[src/rtl/eil_pkg.sv]
// Shared types for the image loader: sequencer states and operation kinds.
package eil_pkg;
    typedef enum logic [2:0] {
        ST_IDLE,
        ST_READ,
        ST_JUDGE,
        ST_WRITE,
        ST_ANSWER
    } eil_state_t;

    typedef enum logic [1:0] {
        OP_LOAD,
        OP_UPD,
        OP_LOOK
    } eil_op_t;
endpackage

[src/rtl/eil_cache.sv]
// Register cache of the image words plus the signature decoder.
// Assumes: one write per cycle; a signature clear overrides a write to word 0.
module eil_cache #(
    parameter int          WORDS     = 64,
    parameter int          DW        = 16,
    parameter int          AW        = 6,
    parameter logic [15:0] SIG_MASK  = 16'hC000,
    parameter logic [15:0] SIG_VALID = 16'h4000,
    parameter logic [15:0] SIG_CLEAR = 16'h0000
) (
    input  logic          clk,
    input  logic          rst_n,
    input  logic          wr_en,
    input  logic [AW-1:0] wr_addr,
    input  logic [DW-1:0] wr_data,
    input  logic          sig_clr,
    input  logic [AW-1:0] rd_addr,
    output logic [DW-1:0] rd_data,
    output logic          sig_ok
);
    logic [DW-1:0] mem_q [WORDS];

    // Store arriving words; the signature clear wins over a write to word 0.
    always_ff @(posedge clk) begin
        for (int i = 0; i < WORDS; i++) begin
            if (!rst_n) begin
                mem_q[i] <= '0;
            end else if (i == 0 && sig_clr) begin
                mem_q[i] <= DW'(SIG_CLEAR);
            end else if (wr_en && wr_addr == AW'(i)) begin
                mem_q[i] <= wr_data;
            end
        end
    end

    // Read port and signature decode of word 0.
    always_comb begin
        rd_data = mem_q[rd_addr];
        sig_ok  = (mem_q[0] & DW'(SIG_MASK)) == DW'(SIG_VALID);
    end


    sig_clear_chk: assert property (@(posedge clk) disable iff (!rst_n)
        sig_clr |=> !sig_ok);
endmodule

[src/rtl/eil_seq.sv]
// Sequencer: runs loads, checksum updates and lookups over a one-request
// memory port. Assumes the master answers each open request with exactly one
// mem_done or mem_timeout pulse, and that command pulses arrive while idle.
module eil_seq
    import eil_pkg::*;
#(
    parameter int          WORDS      = 64,
    parameter int          DW         = 16,
    parameter int          AW         = 6,
    parameter int          IW         = 7,
    parameter logic [15:0] SUM_TARGET = 16'hBABA
) (
    input  logic          clk,
    input  logic          rst_n,
    input  logic          cmd_load,
    input  logic          cmd_update,
    input  logic          lk_req,
    input  logic [IW-1:0] lk_index,
    output logic          busy,
    output logic          cmd_done,
    output logic          cmd_ok,
    output logic          err_flag,
    output logic          lk_ack,
    output logic [DW-1:0] lk_data,
    output logic          lk_valid,
    output logic          mem_req,
    output logic          mem_we,
    output logic [AW-1:0] mem_addr,
    output logic [DW-1:0] mem_wdata,
    input  logic [DW-1:0] mem_rdata,
    input  logic          mem_done,
    input  logic          mem_timeout,
    output logic          c_wr_en,
    output logic [AW-1:0] c_wr_addr,
    output logic [DW-1:0] c_wr_data,
    output logic          c_sig_clr,
    output logic [AW-1:0] c_rd_addr,
    input  logic [DW-1:0] c_rd_data,
    input  logic          c_sig_ok
);
    localparam logic [AW-1:0] LAST_W  = AW'(WORDS - 1);
    localparam logic [AW-1:0] LAST_CK = AW'(WORDS - 2);
    localparam logic [IW-1:0] LIMIT   = IW'(WORDS);

    eil_state_t    st;
    eil_op_t       op;
    logic [AW-1:0] addr, idx_q;
    logic [DW-1:0] sum, fix, data_q;
    logic          hit_q, done_q, ok_q, err_q, ack_q, valid_q;
    logic [AW-1:0] last_rd;
    logic          judge_pass;

    // Port drives and cache control derived from the current state.
    always_comb begin
        last_rd    = (op == OP_UPD) ? LAST_CK : LAST_W;
        judge_pass = (sum == DW'(SUM_TARGET)) && c_sig_ok;
        busy       = (st != ST_IDLE);
        mem_req    = (st == ST_READ) || (st == ST_WRITE);
        mem_we     = (st == ST_WRITE);
        mem_addr   = addr;
        mem_wdata  = fix;
        c_wr_en    = (st == ST_READ) && mem_done && !mem_timeout && (op != OP_UPD);
        c_wr_addr  = addr;
        c_wr_data  = mem_rdata;
        c_rd_addr  = idx_q;
        c_sig_clr  = ((st == ST_READ) && mem_timeout)
                   || ((st == ST_WRITE) && (mem_done || mem_timeout))
                   || ((st == ST_JUDGE) && (op != OP_UPD) && (sum != DW'(SUM_TARGET)));
        cmd_done   = done_q;
        cmd_ok     = ok_q;
        err_flag   = err_q;
        lk_ack     = ack_q;
        lk_data    = data_q;
        lk_valid   = valid_q;
    end

    // Operation sequencing, running sum and result registers.
    always_ff @(posedge clk) begin
        if (!rst_n) begin
            st      <= ST_IDLE;
            op      <= OP_LOAD;
            addr    <= '0;
            idx_q   <= '0;
            sum     <= '0;
            fix     <= '0;
            data_q  <= '0;
            hit_q   <= 1'b0;
            done_q  <= 1'b0;
            ok_q    <= 1'b0;
            err_q   <= 1'b0;
            ack_q   <= 1'b0;
            valid_q <= 1'b0;
        end else begin
            done_q <= 1'b0;
            ack_q  <= 1'b0;
            case (st)
                ST_IDLE: begin
                    addr <= '0;
                    sum  <= '0;
                    if (cmd_load) begin
                        op    <= OP_LOAD;
                        err_q <= 1'b0;
                        st    <= ST_READ;
                    end else if (cmd_update) begin
                        op    <= OP_UPD;
                        err_q <= 1'b0;
                        st    <= ST_READ;
                    end else if (lk_req) begin
                        idx_q <= lk_index[AW-1:0];
                        if (lk_index >= LIMIT) begin
                            hit_q <= 1'b0;
                            st    <= ST_ANSWER;
                        end else if (c_sig_ok) begin
                            hit_q <= 1'b1;
                            st    <= ST_ANSWER;
                        end else begin
                            op <= OP_LOOK;
                            st <= ST_READ;
                        end
                    end
                end
                ST_READ: begin
                    if (mem_timeout) begin
                        err_q <= 1'b1;
                        if (op == OP_LOOK) begin
                            hit_q <= 1'b0;
                            st    <= ST_ANSWER;
                        end else begin
                            done_q <= 1'b1;
                            ok_q   <= 1'b0;
                            st     <= ST_IDLE;
                        end
                    end else if (mem_done) begin
                        sum <= sum + mem_rdata;
                        if (addr == last_rd) st <= ST_JUDGE;
                        else                 addr <= addr + AW'(1);
                    end
                end
                ST_JUDGE: begin
                    if (op == OP_UPD) begin
                        fix  <= DW'(SUM_TARGET) - sum;
                        addr <= LAST_W;
                        st   <= ST_WRITE;
                    end else if (op == OP_LOOK) begin
                        hit_q <= judge_pass;
                        st    <= ST_ANSWER;
                    end else begin
                        done_q <= 1'b1;
                        ok_q   <= judge_pass;
                        st     <= ST_IDLE;
                    end
                end
                ST_WRITE: begin
                    if (mem_timeout || mem_done) begin
                        err_q  <= err_q | mem_timeout;
                        done_q <= 1'b1;
                        ok_q   <= !mem_timeout;
                        st     <= ST_IDLE;
                    end
                end
                ST_ANSWER: begin
                    ack_q   <= 1'b1;
                    valid_q <= hit_q;
                    data_q  <= hit_q ? c_rd_data : '0;
                    st      <= ST_IDLE;
                end
                default: st <= ST_IDLE;
            endcase
        end
    end


    req_hold_chk: assert property (@(posedge clk) disable iff (!rst_n)
        (mem_req && !mem_done && !mem_timeout) |=>
            (mem_req && $stable(mem_addr) && $stable(mem_we)));


    wr_addr_chk: assert property (@(posedge clk) disable iff (!rst_n)
        mem_we |-> (mem_addr == LAST_W));


    tmo_err_chk: assert property (@(posedge clk) disable iff (!rst_n)
        (mem_req && mem_timeout) |=> err_flag);


    miss_zero_chk: assert property (@(posedge clk) disable iff (!rst_n)
        (lk_ack && !lk_valid) |-> (lk_data == '0));


    load_sig_chk: assert property (@(posedge clk) disable iff (!rst_n)
        (cmd_done && cmd_ok && op == OP_LOAD) |-> c_sig_ok);


    one_result_chk: assert property (@(posedge clk) disable iff (!rst_n)
        cmd_done |-> !lk_ack);
endmodule

[src/rtl/eeprom_image_loader.sv]
// Top of the image loader: the sequencer driving the memory port and the
// register cache it fills. Assumes a single clock and a synchronous reset.
module eeprom_image_loader #(
    parameter int          WORDS      = 64,
    parameter int          DW         = 16,
    parameter logic [15:0] SUM_TARGET = 16'hBABA,
    parameter logic [15:0] SIG_MASK   = 16'hC000,
    parameter logic [15:0] SIG_VALID  = 16'h4000,
    parameter logic [15:0] SIG_CLEAR  = 16'h0000
) (
    input  logic                       clk,
    input  logic                       rst_n,
    input  logic                       cmd_load,
    input  logic                       cmd_update,
    output logic                       busy,
    output logic                       cmd_done,
    output logic                       cmd_ok,
    output logic                       err_flag,
    input  logic                       lk_req,
    input  logic [$clog2(WORDS):0]     lk_index,
    output logic                       lk_ack,
    output logic [DW-1:0]              lk_data,
    output logic                       lk_valid,
    output logic                       mem_req,
    output logic                       mem_we,
    output logic [$clog2(WORDS)-1:0]   mem_addr,
    output logic [DW-1:0]              mem_wdata,
    input  logic [DW-1:0]              mem_rdata,
    input  logic                       mem_done,
    input  logic                       mem_timeout
);
    localparam int AW = $clog2(WORDS);
    localparam int IW = AW + 1;

    logic          c_wr_en, c_sig_clr, c_sig_ok;
    logic [AW-1:0] c_wr_addr, c_rd_addr;
    logic [DW-1:0] c_wr_data, c_rd_data;

    eil_seq #(
        .WORDS(WORDS), .DW(DW), .AW(AW), .IW(IW), .SUM_TARGET(SUM_TARGET)
    ) seq_i (
        .clk(clk), .rst_n(rst_n),
        .cmd_load(cmd_load), .cmd_update(cmd_update),
        .lk_req(lk_req), .lk_index(lk_index),
        .busy(busy), .cmd_done(cmd_done), .cmd_ok(cmd_ok), .err_flag(err_flag),
        .lk_ack(lk_ack), .lk_data(lk_data), .lk_valid(lk_valid),
        .mem_req(mem_req), .mem_we(mem_we), .mem_addr(mem_addr),
        .mem_wdata(mem_wdata), .mem_rdata(mem_rdata),
        .mem_done(mem_done), .mem_timeout(mem_timeout),
        .c_wr_en(c_wr_en), .c_wr_addr(c_wr_addr), .c_wr_data(c_wr_data),
        .c_sig_clr(c_sig_clr), .c_rd_addr(c_rd_addr),
        .c_rd_data(c_rd_data), .c_sig_ok(c_sig_ok)
    );

    eil_cache #(
        .WORDS(WORDS), .DW(DW), .AW(AW),
        .SIG_MASK(SIG_MASK), .SIG_VALID(SIG_VALID), .SIG_CLEAR(SIG_CLEAR)
    ) cache_i (
        .clk(clk), .rst_n(rst_n),
        .wr_en(c_wr_en), .wr_addr(c_wr_addr), .wr_data(c_wr_data),
        .sig_clr(c_sig_clr), .rd_addr(c_rd_addr),
        .rd_data(c_rd_data), .sig_ok(c_sig_ok)
    );
endmodule

[config.mk]
export PLATFORM = sky130hd
export DESIGN_NAME = eeprom_image_loader
export DESIGN_NICKNAME = d
export VERILOG_FILES = /design/src/rtl/eil_pkg.sv /design/src/rtl/eil_cache.sv /design/src/rtl/eil_seq.sv /design/src/rtl/eeprom_image_loader.sv
export SDC_FILE = /design/constraint.sdc
export NUM_CORES = 2
export LEC_CHECK = 0
export CAP_MARGIN = 30
export CORE_MARGIN = 4
export CORE_UTILIZATION = 64
export DETAILED_ROUTE_END_ITERATION = 16
export DONT_BUFFER_PORTS = 1
export PLACE_DENSITY = 0.76
export SLEW_MARGIN = 20
export SYNTH_ARGS = -nofsm -noshare
export SYNTH_HDL_FRONTEND = slang
export SYNTH_HIERARCHICAL = 1
export SYNTH_SLANG_ARGS = --single-unit
[constraint.sdc]
create_clock -name clk -period 4.3 [get_ports clk]
set_input_delay 0.86 -clock clk [delete_from_list [all_inputs] [get_ports clk]]
set_output_delay 0.86 -clock clk [all_outputs]
set_load 0.03 [all_outputs]
# Word level (Yosys, flattened, before mapping)
# Memory sizes are Yosys's and may differ from the RTL's. A register that Yosys moved wholly into a read port is not among the register bits.
# Index checks and enable logic that the tools add are counted.
op_classes:
  n_reduce_logical: 94
  n_lt_le_gt_ge: 1
  bitwise_logic: 68
  eq_ne: 95
  add_sub_neg: 3
  mux: 318
op_table:
  columns: ["cell", "count"]
  rows:
  - ["16-bit 2-to-1 mux", 68]
  - ["1-bit 2-to-1 mux", 221]
  - ["6-bit == test, second input constant", 32]
  - ["6-bit by 5-bit == test with 1-bit output, second input constant", 16]
  - ["1-bit logical AND", 72]
  - ["1-bit OR", 66]
  - ["6-bit by 4-bit == test with 1-bit output, second input constant", 8]
  - ["6-bit 2-to-1 mux", 6]
  - ["3-bit 2-to-1 mux", 11]
  - ["16-bit case mux with 2 select lines", 1]
  - ["6-bit by 3-bit == test with 1-bit output, second input constant", 4]
  - ["2-bit inequality test, second input constant", 12]
  - ["6-bit case mux with 3 select lines", 1]
  - ["16-bit adder", 1]
  - ["16-bit == test, second input constant", 1]
  - ["16-bit inequality test, second input constant", 1]
  - ["4-bit AND reduction", 4]
  - ["16-bit subtractor, first input constant", 1]
  - ["3-bit inequality test, second input constant", 5]
  - ["3-bit nonzero test", 5]
  - ["6-bit by 2-bit == test with 1-bit output, second input constant", 2]
  - ["1-bit case mux with 3 select lines", 4]
  - ["3-bit case mux with 4 select lines", 1]
  - ["2-bit 2-to-1 mux", 5]
  - ["other kinds (23)", 31]
totals:
  regBits: 71
  n_memories: 1
  in_bits: 30
  mem_bits_rw: 1024
  wordCells: 593
mem_list:
  columns: ["memory", "words", "word_bits", "read_ports", "rd_ports_with_merged_regs", "write_ports", "line", "source"]
  rows:
  - ["cache_i.mem_q", 64, 16, 2, 1, 64, "eil_cache.sv:21", "logic [DW-1:0] mem_q [WORDS];"]

# Logic depth before layout (Yosys ltp)
logic_depth:
  depth_word: 10
  ltp_mapped: 13
  mapped_depth_nobuf: 9

# Hierarchy
# Netlist, hierarchy kept.
modules_own_cells:
  columns: ["module", "cells_each", "n_inst", "area_per_inst_um2"]
  rows:
  - ["eil_cache", 3103, 1, 46995.1]
  - ["eil_seq", 515, 1, 4191.5]

# Worst setup path after synthesis
# Ideal clock, no wire load.
synth_timing:
  kind: "input to register"
  from: "in mem_timeout"
  to: "mem cache_i.mem_q[7][0], enable pin"
  setup_ns: 0.411
  path_stages: 8
  path_slack_ns: 0.618
  arrival_time_ns: 3.271
  path_cell_list: "buf_6 nor2b_1 nand2_1 nor2_1 or3b_1 buf_2 clkbuf_1 o21ai_0"
synth_lines:
  columns: ["item", "line", "source"]
  rows:
  - ["from (decl)", "eeprom_image_loader.sv:30", "input logic mem_timeout"]
  - ["to (decl)", "eil_cache.sv:21", null]

==> flow_summary.yaml <==
floorplanning:
  die_y_um: 290.8
  die-width_um: 290.8
  initial_core_util_pct: 64.69
  core_area_sq_um: 79130
  ios: 76
  rows: 103
  die_area_sq_um: 84570
cts:
  cts_tree: "built"
  h-tree-depth: 3
  root_buffer: "clkbuf_16"
  post-cts-setup-buffer-count: 0
  postCtsHoldBufs: 0
  cts.sinks: 1095
  cts-resized-gates: 0
  cts_buffer_depth: 3
  clk_pin_slew_worst_paths_ns: 0.06
  cts_inserted_buffers: 110
  clk_latency_ns: 0.68
synth:
  synth_nets: 3669
  synth_largest_area_cell: "edfxtp_1"
  synth-seq-cells: 1095
  synth_edf_count: 1024
  syn_avg_cell_area_sq_um: 14.15
  yosysUniqueCellTypes: 84
  ys.flop_type: "edfxtp_1"
  ys_top_cells_by_area: "edfxtp_1 60%, and2_1 13%, mux4_2 8.9%"
  synth_seq_area_share_pct: 62.85
  syn-cell-area_sq_um: 51190
  async_reset_ff_share_pct: 0
  synth_warnings: 6
  synth_top_area_share_pct: 60.07
  synthCells: 3618
setup_path:
  r2r_end: "cache_i/mem_q[8][4]"
  path_buf_inv: 2
  critical-path-top-delay-family: "simple AND/OR/NAND/NOR gates"
  cpPeakStageDelay_ns: 0.65
  reg2reg_depth: 8
  crit_path_cell_trace: "nand2b_1 -> nor2_1 -> nand2_1 -> nor2_1 -> or3b_1 -> buf_4 -> o21ai_1 -> buf_4"
  reg2reg_from: "seq_i/st[0]"
  critPathArrivalTime_ns: 3.93
  startpoint: "seq_i/st[0]"
  cpMaxStageDelayCell: "o21ai_1"
  rrSetupSlack_ns: 0.74
  path_depth: 8
  endpoint: "cache_i/mem_q[8][4]"
  worstPathMaxFanout: 13
  endpoint_kind: "register"
  worst-setup-path-type: "reg2reg"
  worstSetupStartpointType: "register"
  cp.required_ns: 4.67
finish:
  syn2layout_area_growth_pct: 8.932
  seqCellArea_sq_um: 32180
  fin_nets: 3620
  drive_gt1_share_pct: 15.99
  final_cell_mix: "1026 x and2_1, 1024 x edfxtp_1, 202 x mux4_2, 165 x buf_4, 114 x clkbuf_16"
  final_common_cell: "and2_1"
  final_util_pct: 70.47
  instances_no_fill: 4717
  multiInputGateArea_sq_um: 17280
  fillers: 5172
global_route:
  grt_pass1_vias: 30680
  grt_antenna_before_repair: 6
  grt_use_total_pct: 31.94
  grt_pass1_wl_um: 200900
  gr-total-overflow: 0
  grt_max_degree: 89
sta:
  relSlewSlack_pct: 36.26
  hold_viol_final: 0
  whs_ns: 0.3290
  fin_crit_ns: 3.557
  fin_tns_setup_ns: 0
  worstMarginPinSlew_ns: 0.9549
  clock_skew_ns: 0.02406
  rsz0062_at_grt: "false"
  setup_viol: 0
  period_share_pct: 82.72
  slew_violations: 0
  clock.fmax_mhz: 281.1
power_and_ir_drop:
  power.share.switching_pct: 21.58
  ir_worst_vdd_v: 0.0003230
  comb_power_share_pct: 5.4
  power.switching_w: 0.004929
  clkPwrFrac_pct: 41.4
  power_frac_seq_pct: 53.1
  p_int_w: 0.01791
  power_density_nw_per_um2: 409.6
  p_leak_nw: 19.88
worst_hold_path:
  min_path_type: "in2reg"
drt:
  vias: 30820
  wl_per_cell_um: 28.61
  firstDrtPassIters: 7
  viasPerCell: 6.534
  ant_nets: 0
  first_iter_violations: 4039
  drc_errors: 0
  wl_um: 134900
run_status:
  status: "completed"
place:
  dp_cells: 4505
  place_congestion: 0.9675
  hpwl_um: 85350
  io_buffers: 0
job:
  cap_violations: 0
## area by class of cell
| cell class | instances | area share, % |
|---|---|---|
| Clock buffer | 156 | 5.507 |
| Tap cell | 1050 | 2.356 |
| Antenna cell | 3 | 0.01346 |
| Inverter | 20 | 0.1346 |
| Clock inverter | 51 | 0.8549 |
| Sequential cell | 1095 | 57.72 |
| Timing Repair Buffer | 171 | 2.428 |
| Multi-Input combinational cell | 2171 | 30.99 |
## per-stage QoR
step	setup slack [ns]	instance area [sq um]	power [W]
after global routing	0.5142	55750	0.02342
final	0.7430	55760	0.02284
after detailed placement	0.7862	52180	0.01358
after CTS	0.7798	55730	0.02284
after global placement	0.8391	52180	0.01353
after floorplan	0.6176	51190	0.01322
## worst min path at each step
stage / startpoint / end / slack [ns] / cells past startpoint
floorplan: seq_i/op[1] / seq_i/op[1] / 0.45 / 2
global placement: seq_i/op[1] / seq_i/op[1] / 0.47 / 2
detailed placement: seq_i/op[1] / seq_i/op[1] / 0.49 / 2
CTS: mem_timeout / seq_i/err_flag / 0.30 / 2
global route: lk_index[4] / seq_i/c_rd_addr[4] / 0.33 / 2
finish: mem_timeout / seq_i/err_flag / 0.33 / 2
## power groups by stage
stage	Sequential (W)	Clock [W]	Combinational (W)
floorplan	0.0123	0	0.000930
global placement	0.0123	0	0.00120
detailed placement	0.0124	0	0.00121
CTS	0.0121	0.00948	0.00122
global route	0.0122	0.00995	0.00130
finish	0.0121	0.00946	0.00124
## synth_stat cells, types with 12 or more instances
library cell	instances
nor2b_1	15
a211oi_1	38
nor2_1	112
buf_4	48
mux2i_1	102
buf_6	15
and2_1	1026
o32ai_1	12
a21oi_1	79
inv_1	20
nand3_1	41
buf_1	20
xnor2_1	12
clkbuf_1	204
ha_1	20
a22oi_1	48
mux2_2	17
o21ai_0	92
buf_2	30
nor3_1	15
mux4_2	202
o22ai_1	64
nand2_1	98
edfxtp_1	1024
dfxtp_1	71
## layer usage
| metal | GRT usage, % | vias to the layer above | part of all wire [%] |
|---|---|---|---|
| li1 | - | 13200 | - |
| met1 | 44.24 | 15530 | 37 |
| met2 | 49.50 | 1758 | 47 |
| met3 | 8.009 | 328 | 11 |
| met4 | 12.65 | 2 | 4.7 |
| met5 | 0 | - | 0.0089 |
## kinds of logic (layout without fill, tap and decap cells)
| logic type | count (synthesis) | after routing | share of synthesized area, % |
|---|---|---|---|
| AO/OA/AOI/OAI | 391 | 391 | 4.833 |
| XOR/XNOR | 18 | 18 | 0.3080 |
| adder cells (fa/ha/maj) | 21 | 21 | 0.5280 |
| buffers and inverters | 352 | 398 | 3.405 |
| flip-flops | 1095 | 1095 | 62.85 |
| multiplexers | 325 | 325 | 11.46 |
| other | 0 | 3 | 0 |
| AND/OR/NAND/NOR | 1416 | 1416 | 16.61 |
## flip-flops by register name, summed over array words and instances (netlist names)
| name | cells |
|---|---|
| seq_i/c_wr_addr | 6 |
| seq_i/cmd_ok | 1 |
| seq_i/lk_data | 16 |
| seq_i/mem_wdata | 16 |
| seq_i/sum | 16 |
| seq_i/lk_valid | 1 |
| seq_i/lk_ack | 1 |
| seq_i/c_rd_addr | 6 |
| seq_i/err_flag | 1 |
| seq_i/hit_q | 1 |
| seq_i/cmd_done | 1 |
| seq_i/op | 2 |
| cache_i/mem_q | 1024 |
| seq_i/st | 3 |
## worst reg2reg max path: stages (launching register included)
cell,delay [ns]
dfxtp_1,0.64
nand2b_1,0.21
nor2_1,0.19
nand2_1,0.13
nor2_1,0.33
or3b_1,0.55
buf_4,0.26
o21ai_1,0.65
buf_4,0.30
Note: power is estimated with default switching activity, not from simulation.
